[src/rtl/pmc_pkg.sv]
package pmc_pkg;
  localparam int NUM_CNT  = 4;
  localparam int SEL_W    = 3;
  localparam int NUM_EV   = (1 << SEL_W) - 1;
  localparam int DATA_W   = 32;
  localparam int ADDR_W   = 4;
  localparam int SLOT_W   = ADDR_W - 1;

  typedef logic [DATA_W-1:0] word_t;

  // slot numbers inside a window; address bit SLOT_W picks the user alias
  localparam logic [SLOT_W-1:0] SLOT_MODEA = 3'd4;
  localparam logic [SLOT_W-1:0] SLOT_MODEB = 3'd5;
  localparam logic [SLOT_W-1:0] SLOT_SIA   = 3'd6;
  localparam logic [SLOT_W-1:0] SLOT_SDA   = 3'd7;

  // mode A fields
  localparam int MA_FRZ    = 31;
  localparam int MA_FOI    = 30;
  localparam int MA_IEN    = 29;
  localparam int MA_SEL_LO = 6;
  localparam int MA_OVF_LO = 0;
  // mode B fields
  localparam int MB_SEL_LO = 0;

  localparam word_t MA_MASK = word_t'(32'hE000_0FCF);
  localparam word_t MB_MASK = word_t'(32'h0000_003F);
endpackage

[src/rtl/pmc_counter.sv]
module pmc_counter
  import pmc_pkg::*;
#(
  parameter int W   = DATA_W,
  parameter int SW  = SEL_W,
  parameter int NEV = (1 << SW) - 1
) (
  input  logic          clk,
  input  logic          rst_n,
  input  logic          frz,
  input  logic [SW-1:0] sel,
  input  logic [NEV-1:0] ev,
  input  logic          we,
  input  logic [W-1:0]  wdata,
  output logic [W-1:0]  cnt
);
  logic [SW-1:0] idx;
  logic          hit;

  always_comb begin
    idx = sel - 1'b1;
    hit = (sel != '0) && ev[idx];
  end

  always_ff @(posedge clk) begin
    if (!rst_n)
      cnt <= '0;
    else if (we)
      cnt <= wdata;
    else if (hit && !frz)
      cnt <= cnt + 1'b1;
  end
endmodule

[src/rtl/pmc_ctrl.sv]
module pmc_ctrl
  import pmc_pkg::*;
(
  input  logic                         clk,
  input  logic                         rst_n,
  input  logic [NUM_CNT-1:0]           cnt_msb,
  input  logic                         ma_we,
  input  logic                         mb_we,
  input  logic                         sia_we,
  input  word_t                        wdata,
  input  word_t                        iaddr,
  output word_t                        mode_a,
  output word_t                        mode_b,
  output word_t                        sia,
  output logic                         irq,
  output logic                         irq_cond,
  output logic                         irq_rise,
  output logic                         frz,
  output logic                         foi,
  output logic [NUM_CNT-1:0][SEL_W-1:0] sels
);
  localparam int SEL_IN_A = NUM_CNT / 2;

  word_t mode_a_n;

  always_comb begin
    frz      = mode_a[MA_FRZ];
    foi      = mode_a[MA_FOI];
    irq_cond = mode_a[MA_IEN] && |(mode_a[MA_OVF_LO +: NUM_CNT] & cnt_msb);
    irq_rise = irq_cond && !irq;
    mode_a_n = ma_we ? (wdata & MA_MASK) : mode_a;
    if (irq_rise && foi)
      mode_a_n[MA_FRZ] = 1'b1;
  end

  for (genvar i = 0; i < NUM_CNT; i++) begin : g_sel
    if (i < SEL_IN_A) begin : g_a
      assign sels[i] = mode_a[MA_SEL_LO + i*SEL_W +: SEL_W];
    end else begin : g_b
      assign sels[i] = mode_b[MB_SEL_LO + (i-SEL_IN_A)*SEL_W +: SEL_W];
    end
  end

  always_ff @(posedge clk) begin
    if (!rst_n) begin
      mode_a <= '0;
      mode_b <= '0;
      sia    <= '0;
      irq    <= 1'b0;
    end else begin
      irq    <= irq_cond;
      mode_a <= mode_a_n;
      if (mb_we)
        mode_b <= wdata & MB_MASK;
      if (irq_rise)
        sia <= iaddr;
      else if (sia_we)
        sia <= wdata;
    end
  end
endmodule

[src/rtl/pmc_access.sv]
module pmc_access
  import pmc_pkg::*;
(
  input  logic                          clk,
  input  logic                          rst_n,
  input  logic                          req_valid,
  input  logic                          req_write,
  input  logic                          req_sup,
  input  logic [ADDR_W-1:0]             req_addr,
  input  logic [NUM_CNT-1:0][DATA_W-1:0] cnt_vals,
  input  word_t                         mode_a,
  input  word_t                         mode_b,
  input  word_t                         sia,
  output logic [NUM_CNT-1:0]            cnt_we,
  output logic                          ma_we,
  output logic                          mb_we,
  output logic                          sia_we,
  output logic                          rsp_valid,
  output word_t                         rsp_rdata,
  output logic                          rsp_err
);
  logic              is_alias;
  logic [SLOT_W-1:0] slot;
  logic              is_sda;
  logic              viol;
  logic              wr_ok;
  word_t             rd_val;

  always_comb begin
    is_alias = req_addr[SLOT_W];
    slot     = req_addr[SLOT_W-1:0];
    is_sda   = (slot == SLOT_SDA);
    viol     = req_valid && !is_sda &&
               ((is_alias && req_write) || (!is_alias && !req_sup));
    wr_ok    = req_valid && req_write && !viol && !is_alias;
    ma_we    = wr_ok && (slot == SLOT_MODEA);
    mb_we    = wr_ok && (slot == SLOT_MODEB);
    sia_we   = wr_ok && (slot == SLOT_SIA);
    rd_val   = '0;
    if (slot < SLOT_W'(NUM_CNT))
      rd_val = cnt_vals[slot[1:0]];
    else if (slot == SLOT_MODEA)
      rd_val = mode_a;
    else if (slot == SLOT_MODEB)
      rd_val = mode_b;
    else if (slot == SLOT_SIA)
      rd_val = sia;
  end

  for (genvar i = 0; i < NUM_CNT; i++) begin : g_we
    assign cnt_we[i] = wr_ok && (slot == SLOT_W'(i));
  end

  always_ff @(posedge clk) begin
    if (!rst_n) begin
      rsp_valid <= 1'b0;
      rsp_err   <= 1'b0;
      rsp_rdata <= '0;
    end else begin
      rsp_valid <= req_valid;
      rsp_err   <= viol;
      rsp_rdata <= (req_valid && !req_write && !viol) ? rd_val : '0;
    end
  end
endmodule

[src/rtl/pmc_unit.sv]
module pmc_unit
  import pmc_pkg::*;
(
  input  logic              clk,
  input  logic              rst_n,
  input  logic [NUM_EV-1:0] ev_i,
  input  logic [DATA_W-1:0] iaddr_i,
  input  logic              req_valid_i,
  input  logic              req_write_i,
  input  logic              req_sup_i,
  input  logic [ADDR_W-1:0] req_addr_i,
  input  logic [DATA_W-1:0] req_wdata_i,
  output logic              rsp_valid_o,
  output logic [DATA_W-1:0] rsp_rdata_o,
  output logic              rsp_err_o,
  output logic              irq_o
);
  logic [NUM_CNT-1:0][DATA_W-1:0] cnt_vals;
  logic [NUM_CNT-1:0][SEL_W-1:0]  sels;
  logic [NUM_CNT-1:0]             cnt_we;
  logic [NUM_CNT-1:0]             cnt_msb;
  logic                           ma_we, mb_we, sia_we;
  logic                           frz, foi, irq_cond, irq_rise;
  word_t                          mode_a, mode_b, sia;

  for (genvar i = 0; i < NUM_CNT; i++) begin : g_cnt
    pmc_counter #(.W(DATA_W), .SW(SEL_W), .NEV(NUM_EV)) u_cnt (
      .clk   (clk),
      .rst_n (rst_n),
      .frz   (frz),
      .sel   (sels[i]),
      .ev    (ev_i),
      .we    (cnt_we[i]),
      .wdata (req_wdata_i),
      .cnt   (cnt_vals[i])
    );
    assign cnt_msb[i] = cnt_vals[i][DATA_W-1];
  end

  pmc_ctrl u_ctrl (
    .clk      (clk),
    .rst_n    (rst_n),
    .cnt_msb  (cnt_msb),
    .ma_we    (ma_we),
    .mb_we    (mb_we),
    .sia_we   (sia_we),
    .wdata    (req_wdata_i),
    .iaddr    (iaddr_i),
    .mode_a   (mode_a),
    .mode_b   (mode_b),
    .sia      (sia),
    .irq      (irq_o),
    .irq_cond (irq_cond),
    .irq_rise (irq_rise),
    .frz      (frz),
    .foi      (foi),
    .sels     (sels)
  );

  pmc_access u_acc (
    .clk       (clk),
    .rst_n     (rst_n),
    .req_valid (req_valid_i),
    .req_write (req_write_i),
    .req_sup   (req_sup_i),
    .req_addr  (req_addr_i),
    .cnt_vals  (cnt_vals),
    .mode_a    (mode_a),
    .mode_b    (mode_b),
    .sia       (sia),
    .cnt_we    (cnt_we),
    .ma_we     (ma_we),
    .mb_we     (mb_we),
    .sia_we    (sia_we),
    .rsp_valid (rsp_valid_o),
    .rsp_rdata (rsp_rdata_o),
    .rsp_err   (rsp_err_o)
  );
endmodule

[config.mk]
export PLATFORM = sky130hd
export DESIGN_NAME = pmc_unit
export DESIGN_NICKNAME = d
export VERILOG_FILES = /design/src/rtl/pmc_pkg.sv /design/src/rtl/pmc_counter.sv /design/src/rtl/pmc_ctrl.sv /design/src/rtl/pmc_access.sv /design/src/rtl/pmc_unit.sv
export SDC_FILE = /design/constraint.sdc
export NUM_CORES = 1
export LEC_CHECK = 0
export ABC_AREA = 1
export CORE_MARGIN = 3
export CORE_UTILIZATION = 25
export CTS_BUF_LIST = sky130_fd_sc_hd__clkbuf_8
export CTS_CLUSTER_SIZE = 30
export DETAILED_ROUTE_END_ITERATION = 10
export DONT_BUFFER_PORTS = 1
export GPL_TIMING_DRIVEN = 0
export SLEW_MARGIN = 0
export SYNTH_ARGS = -nofsm -noshare
export SYNTH_HDL_FRONTEND = slang
export SYNTH_SLANG_ARGS = --single-unit
[constraint.sdc]
create_clock -name clk -period 2.5 [get_ports clk]
set_input_delay 0.125 -clock clk [delete_from_list [all_inputs] [get_ports clk]]
set_output_delay 0.125 -clock clk [all_outputs]
set_load 0.05 [all_outputs]
### Word-level counts from Yosys, hierarchy flattened

Cells that the tools add are included.

| word-level totals | value |
|---|---|
| flip-flop bits (word level) | 214 |
| output and inout port bits | 35 |
| logic and storage cells | 108 |

| operators by class | value |
|---|---|
| add/subtract/negate cells | 8 |
| magnitude comparators | 6 |
| equal/unequal tests | 7 |
| muxes and demuxes | 26 |
| bitwise operators | 1 |
| reductions and logical operators | 48 |

Operators by type and width:

| operator | count |
|---|---|
| 32-bit 2-to-1 mux | 16 |
| 32-bit by 1-bit adder with 32-bit output, second input constant | 4 |
| 32-bit binary-select mux with 2-bit select | 1 |
| 1-bit logical AND | 27 |
| 3-bit by 4-bit < comparator with 1-bit output, second input constant | 4 |
| 1-bit binary-select mux with 3-bit select | 4 |
| 3-bit equality test, second input constant | 4 |
| 2-bit nonzero test | 6 |
| 3-bit nonzero test | 4 |
| 3-bit by 1-bit subtractor with 3-bit output, second input constant | 4 |
| 1-bit logical NOT | 7 |
| 3-bit by 2-bit equality test with 1-bit output, second input constant | 2 |
| 1-bit 2-to-1 mux | 5 |
| 4-bit bitwise AND | 1 |
| 4-bit OR reduction | 1 |
| 3-bit by 1-bit equality test with 1-bit output, second input constant | 1 |
| 3-bit logical NOT | 1 |
| 2-bit by 3-bit < comparator with 1-bit output, second input constant | 1 |
| 3-bit < comparator, second input constant | 1 |
| 2-bit AND reduction | 1 |
| 1-bit logical OR | 1 |

### Logic depth before layout (Yosys ltp)

| logic depth | value |
|---|---|
| depth in word-level cells | 10 |
| gate-level depth with buffers | 14 |
| gate-level depth less buffers | 13 |

### Modules after synthesis

From an unflattened synthesis, not the netlist that was laid out.

| second synthesis, totals | value |
|---|---|
| cells, all modules | 2985 |
| area total of the unflattened synthesis | 16792.4 µm² |

Modules (own cells, without submodules):

| module | instances | cells an instance | area each (µm²) | seq. area each (µm²) |
|---|---|---|---|---|
| pmc_counter | 4 | 469 | 2602.5 | 640.6 |
| pmc_access | 1 | 666 | 3410.8 | 680.7 |
| pmc_ctrl | 1 | 443 | 2971.6 | 1041.0 |

### Least setup slack after synthesis

No wires, ideal clock.

| timing path | value |
|---|---|
| path kind | reg-to-reg |
| start point | register u_ctrl.mode_a[9] |
| end point | register g_cnt[1].u_cnt.cnt[16] |
| setup time | 70 ps |
| data arrival time | 1856 ps |
| data required time | 2430 ps |
| setup slack | 573 ps |
| cell stages (with the launch flop) | 12 |
| buffers on the path | 1 |
| cell sequence | dfxtp_1 -> inv_1 -> ha_1 -> ha_1 -> nor2_1 -> nand2_1 -> nand3_1 -> clkbuf_1 -> nand3_1 -> nand2_1 -> inv_1 -> a21oi_1 |

| on the way | value |
|---|---|
| cells in the longest elaborated chain, start to end | 6 |
| elaborated cells between the ends (all ways) | 7 |
| those cells by class | 1 x add/sub; 2 x mux; 4 x reduce/logical |

Ends and longest elaborated chain:

| element | line | text |
|---|---|---|
| start: declaration | pmc_ctrl.sv:12 | `output word_t mode_a,` |
| start signal: assignment | pmc_ctrl.sv:52 | `mode_a <= mode_a_n;` |
| 3-bit by 1-bit subtractor with 3-bit output | pmc_counter.sv:21 | `idx = sel - 1'b1;` |
| 1-bit binary-select mux with 3-bit select | pmc_counter.sv:22 | `hit = (sel != '0) && ev[idx];` |
| 1-bit 2-to-1 mux (not written as such) | pmc_counter.sv:22 |  |
| 1-bit logical AND * | pmc_counter.sv:22 |  |
| 1-bit logical AND * | pmc_counter.sv:30 | `else if (hit && !frz)` |
| 2-bit nonzero test (no source line) * | - |  |
| end signal: assignment | pmc_counter.sv:29 | `cnt <= wdata;` |
| end signal: assignment | pmc_counter.sv:31 | `cnt <= cnt + 1'b1;` |
| end: declaration | pmc_counter.sv:15 | `output logic [W-1:0] cnt` |

Every way passes the cells marked *; elsewhere a longest branch is shown, timed or not. The select of a mux whose other input is x is not followed.
A chain may end at the register's enable or synchronous reset.

### Worst setup path in the final report

| timing path | value |
|---|---|
| start point | register u_ctrl.mode_a[6] |
| end point | register g_cnt[0].u_cnt.cnt[19] |

| on the way | value |
|---|---|
| cells in the longest elaborated chain, start to end | 6 |
| elaborated cells between the ends (all ways) | 7 |
| those cells by class | 1 x add/sub; 2 x mux; 4 x reduce/logical |

Ends and longest elaborated chain:

| element | line |
|---|---|
| 3-bit by 1-bit subtractor with 3-bit output | pmc_counter.sv:21 |
| 1-bit binary-select mux with 3-bit select | pmc_counter.sv:22 |
| 1-bit 2-to-1 mux (not written as such) | pmc_counter.sv:22 |
| 1-bit logical AND * | pmc_counter.sv:22 |
| 1-bit logical AND * | pmc_counter.sv:30 |
| 2-bit nonzero test (no source line) * | - |
| end signal: assignment | pmc_counter.sv:29 |
| end signal: assignment | pmc_counter.sv:31 |
| end: declaration | pmc_counter.sv:15 |

Marks and branches as above.

==> impl_metrics.toml <==
[yosys]
synth_nets = 2577
syn_avg_cell_area_sq_um = 5.72
yosysMostFrequentCell = "nand2_1"
ys_seq_area_share_pct = 30.1
synthCells = 2485
yosys-top-cells-area = "dfxtp_1 30%, nand2_1 23%, nand3_1 8.4%"
yosysWarnings = 0
synth.largest_area_cell = "dfxtp_1"
synthFlopType = "dfxtp_1"
synth_seq_cells = 214
synth.top_cell.area_share_pct = 30.1
ys_types = 34
synth_area_sq_um = 14200
synth_edf_count = 0
async_flop_share_pct = 0
synth_common_cells = "873 x nand2_1, 285 x inv_1, 270 x nor2_1"

[detailed_routing]
drt_wl_total_microns = 64400
num_vias = 16600
ant_nets = 0
via_per_inst = 4.91
wl_per_cell_microns = 19.0
drt_pre_antenna_iters = 6
drcViolationCount = 0
dr.first_iter.drc_count = 2094

[sta]
timing.fmax_mhz = 417
worst_slack_ns = 0.102
skew_ns = 0.0331
hold_viol_final = 0
slew_headroom_pct = 37.0
worst_pin_slew_ns = 0.945
setup_viol = 0
fin_tns_setup_ns = 0
period_needed_ns = 2.40
drv_slew = 0
fin_crit_sh_pct = 95.9

[worst_setup_path]
path_common_cell = "ha_1"
cpLargestDelayFamily = "simple AND/OR/NAND/NOR gates"
crit_buf_inv = 2
worst-r2r-setup-slack_ns = 0.10
startpoint = "u_ctrl.mode_a[6]$_SDFFE_PN0P_"
crit_arrival_ns = 2.93
critical_path_peak_fanout = 10
cpPeakStageDelay_ns = 0.44
critPathKind = "flop to flop"
worst_path_max_delay_cell = "dfxtp_1"
crit_path_end_kind = "flop"
start_kind = "flop"
r2r_start = "u_ctrl.mode_a[6]$_SDFFE_PN0P_"
path_cells = "inv_1 > ha_1 > ha_1 > nor2_1 > nand2_1 > nand3_2 > nor2_4 > buf_2 > o21ai_0 > a21oi_1"
worst_ep_required_time_ns = 3.03

[final_layout]
final_net_count = 2691
areaGrowthSynthToFinish_pct = 19.0
layout-drive-gt1-share_pct = 5.52
final_cells = 3382

[floorplanning]
chipWidth_microns = 245
num_rows = 86
dieArea_sq_um = 59800
core-area_sq_um = 55700
die-height_microns = 245
ios = 115
initial_core_util_pct = 25.5

[place]
post-dp-hpwl_microns = 49000
port_buffers = 0
dp_slack_ns = -0.227
dp_cells = 3233
gp_routability_congestion = 0.985

[global_routing]
grt_overflow = 0
antenna_found_initial = 6
grt_first_pass_wirelength_microns = 94900
grt.total_usage_pct = 21.0
first_global_vias = 15400
grt_max_degree = 12

[power_and_ir_drop]
powerDensity_nw_per_um2 = 493
vdd_drop_max_v = 0.000303
p_leak_uw = 0.00670

[flow_run]
cap_violations = 0

[worst_hold_path]
min-delay-start = "req_wdata_i[29]"
hold_path_class = "input pin to flop"

[clocking]
worst_skew_pair.late_latency_ns = 0.63
cts_sinks = 214
clock_tree.buffer_depth = 3
htreeDepth = 2
cts.clk_slew.worst_paths_ns = 0.07
cts_tree = "done"
clockRootBuffer = "clkbuf_8"
cts_made_buffers = 42

[outcome]
status = "finished, final reports clean"
## metrics by stage
step | util, % | area (sq um) | power [uW] | hold slack (ns)
6_report | 30.4 | 16900 | 8350 | 0.0347
5_1_grt | 30.3 | 16900 | 8570 | 0.0275
4_1_cts | 30.3 | 16900 | 8360 | 0.000802
3_5_place_dp | 27.2 | 15200 | 3910 | 0.246
3_3_place_gp | 27.2 | 15200 | 3910 | 0.245
2_1_floorplan | - | 14200 | 3760 | 0.236
## power by group
| part | total [uW] | leakage [uW] | internal, uW | switching, uW |
|---|---|---|---|---|
| Clock | 4320 | 0.000539 | 2550 | 1770 |
| Combinational | 563 | 0.00443 | 157 | 406 |
| Sequential | 3460 | 0.00172 | 3430 | 27.8 |
## layer usage
metal / track usage, % / vias up / share of wire, %
li1: - / 8124 / -
met1: 25.9 / 7536 / 40
met2: 34.6 / 772 / 46
met3: 4.44 / 181 / 8.7
met4: 10.3 / 2 / 5.5
met5: 0 / - / 0.020
## cell usage in the layout, fill, tap and decap left out, types with 33 or more instances in the layout
cell	count
clkbuf_1	51
o22ai_1	44
xor2_1	33
dfxtp_1	214
nand2_1	873
a21oi_1	153
buf_2	40
nand3_1	235
o21ai_0	175
clkbuf_8	57
nor2_1	270
dlygate4sd3_1	69
inv_1	291
## sequential cells by signal, indices dropped and copies added (netlist names)
register	cells
g_cnt.u_cnt.cnt	128
u_acc.rsp_rdata	32
u_ctrl.mode_b	6
u_ctrl.mode_a	13
u_acc.rsp_err	1
u_ctrl.irq	1
u_ctrl.sia	32
u_acc.rsp_valid	1
## cell type report
cell class | count | area (sq um)
antenna | 5 | 12.5
buffer | 105 | 464
clock buffer | 57 | 785
clock inverter | 17 | 213
fill | 6396 | 38800
inverter | 293 | 1100
multi-input combinational | 1873 | 8430
sequential | 214 | 4280
tap | 748 | 936
timing repair buffer | 70 | 698
## logic make-up (layout without fill, tap and decap cells)
logic type / count (synthesis) / count (layout) / synth area share, %
AOI/OAI and AO/OA: 400 / 400 / 14.9
adders and majority gates: 12 / 12 / 1.06
DFF: 214 / 214 / 30.1
buffers and inverters: 398 / 542 / 10.9
and+or+nand+nor: 1419 / 1419 / 40.5
xor gates and xnor gates: 42 / 42 / 2.59
other: 0 / 5 / 0
## path summary, 6_finish.rpt
kind | endpoint | cells after the start
max | g_cnt[0].u_cnt.cnt[19]$_SDFFE_PN0P_ | 10
min | u_ctrl.sia[29]$_SDFFE_PN0P_ | 4
max reg2reg | g_cnt[0].u_cnt.cnt[19]$_SDFFE_PN0P_ | 10
min reg2reg | u_acc.rsp_rdata[21]$_SDFF_PN0_ | 2
## worst min-delay path: stages
cell     delay (ns)
nand2_1        0.03
o21ai_0        0.28
nor2_1         0.09
nor2_1         0.10
## repair_timing
action / in CTS / in global routing
setup endpoints to repair: 52 / 54
setup buffers: 0 / 1
endpoints found under the hold margin: 171 / 0
hold buffers: 69 / 0
gates resized for setup: 8 / 14
pin swaps: 0 / 1
Note: power is estimated with default switching activity, not from simulation.
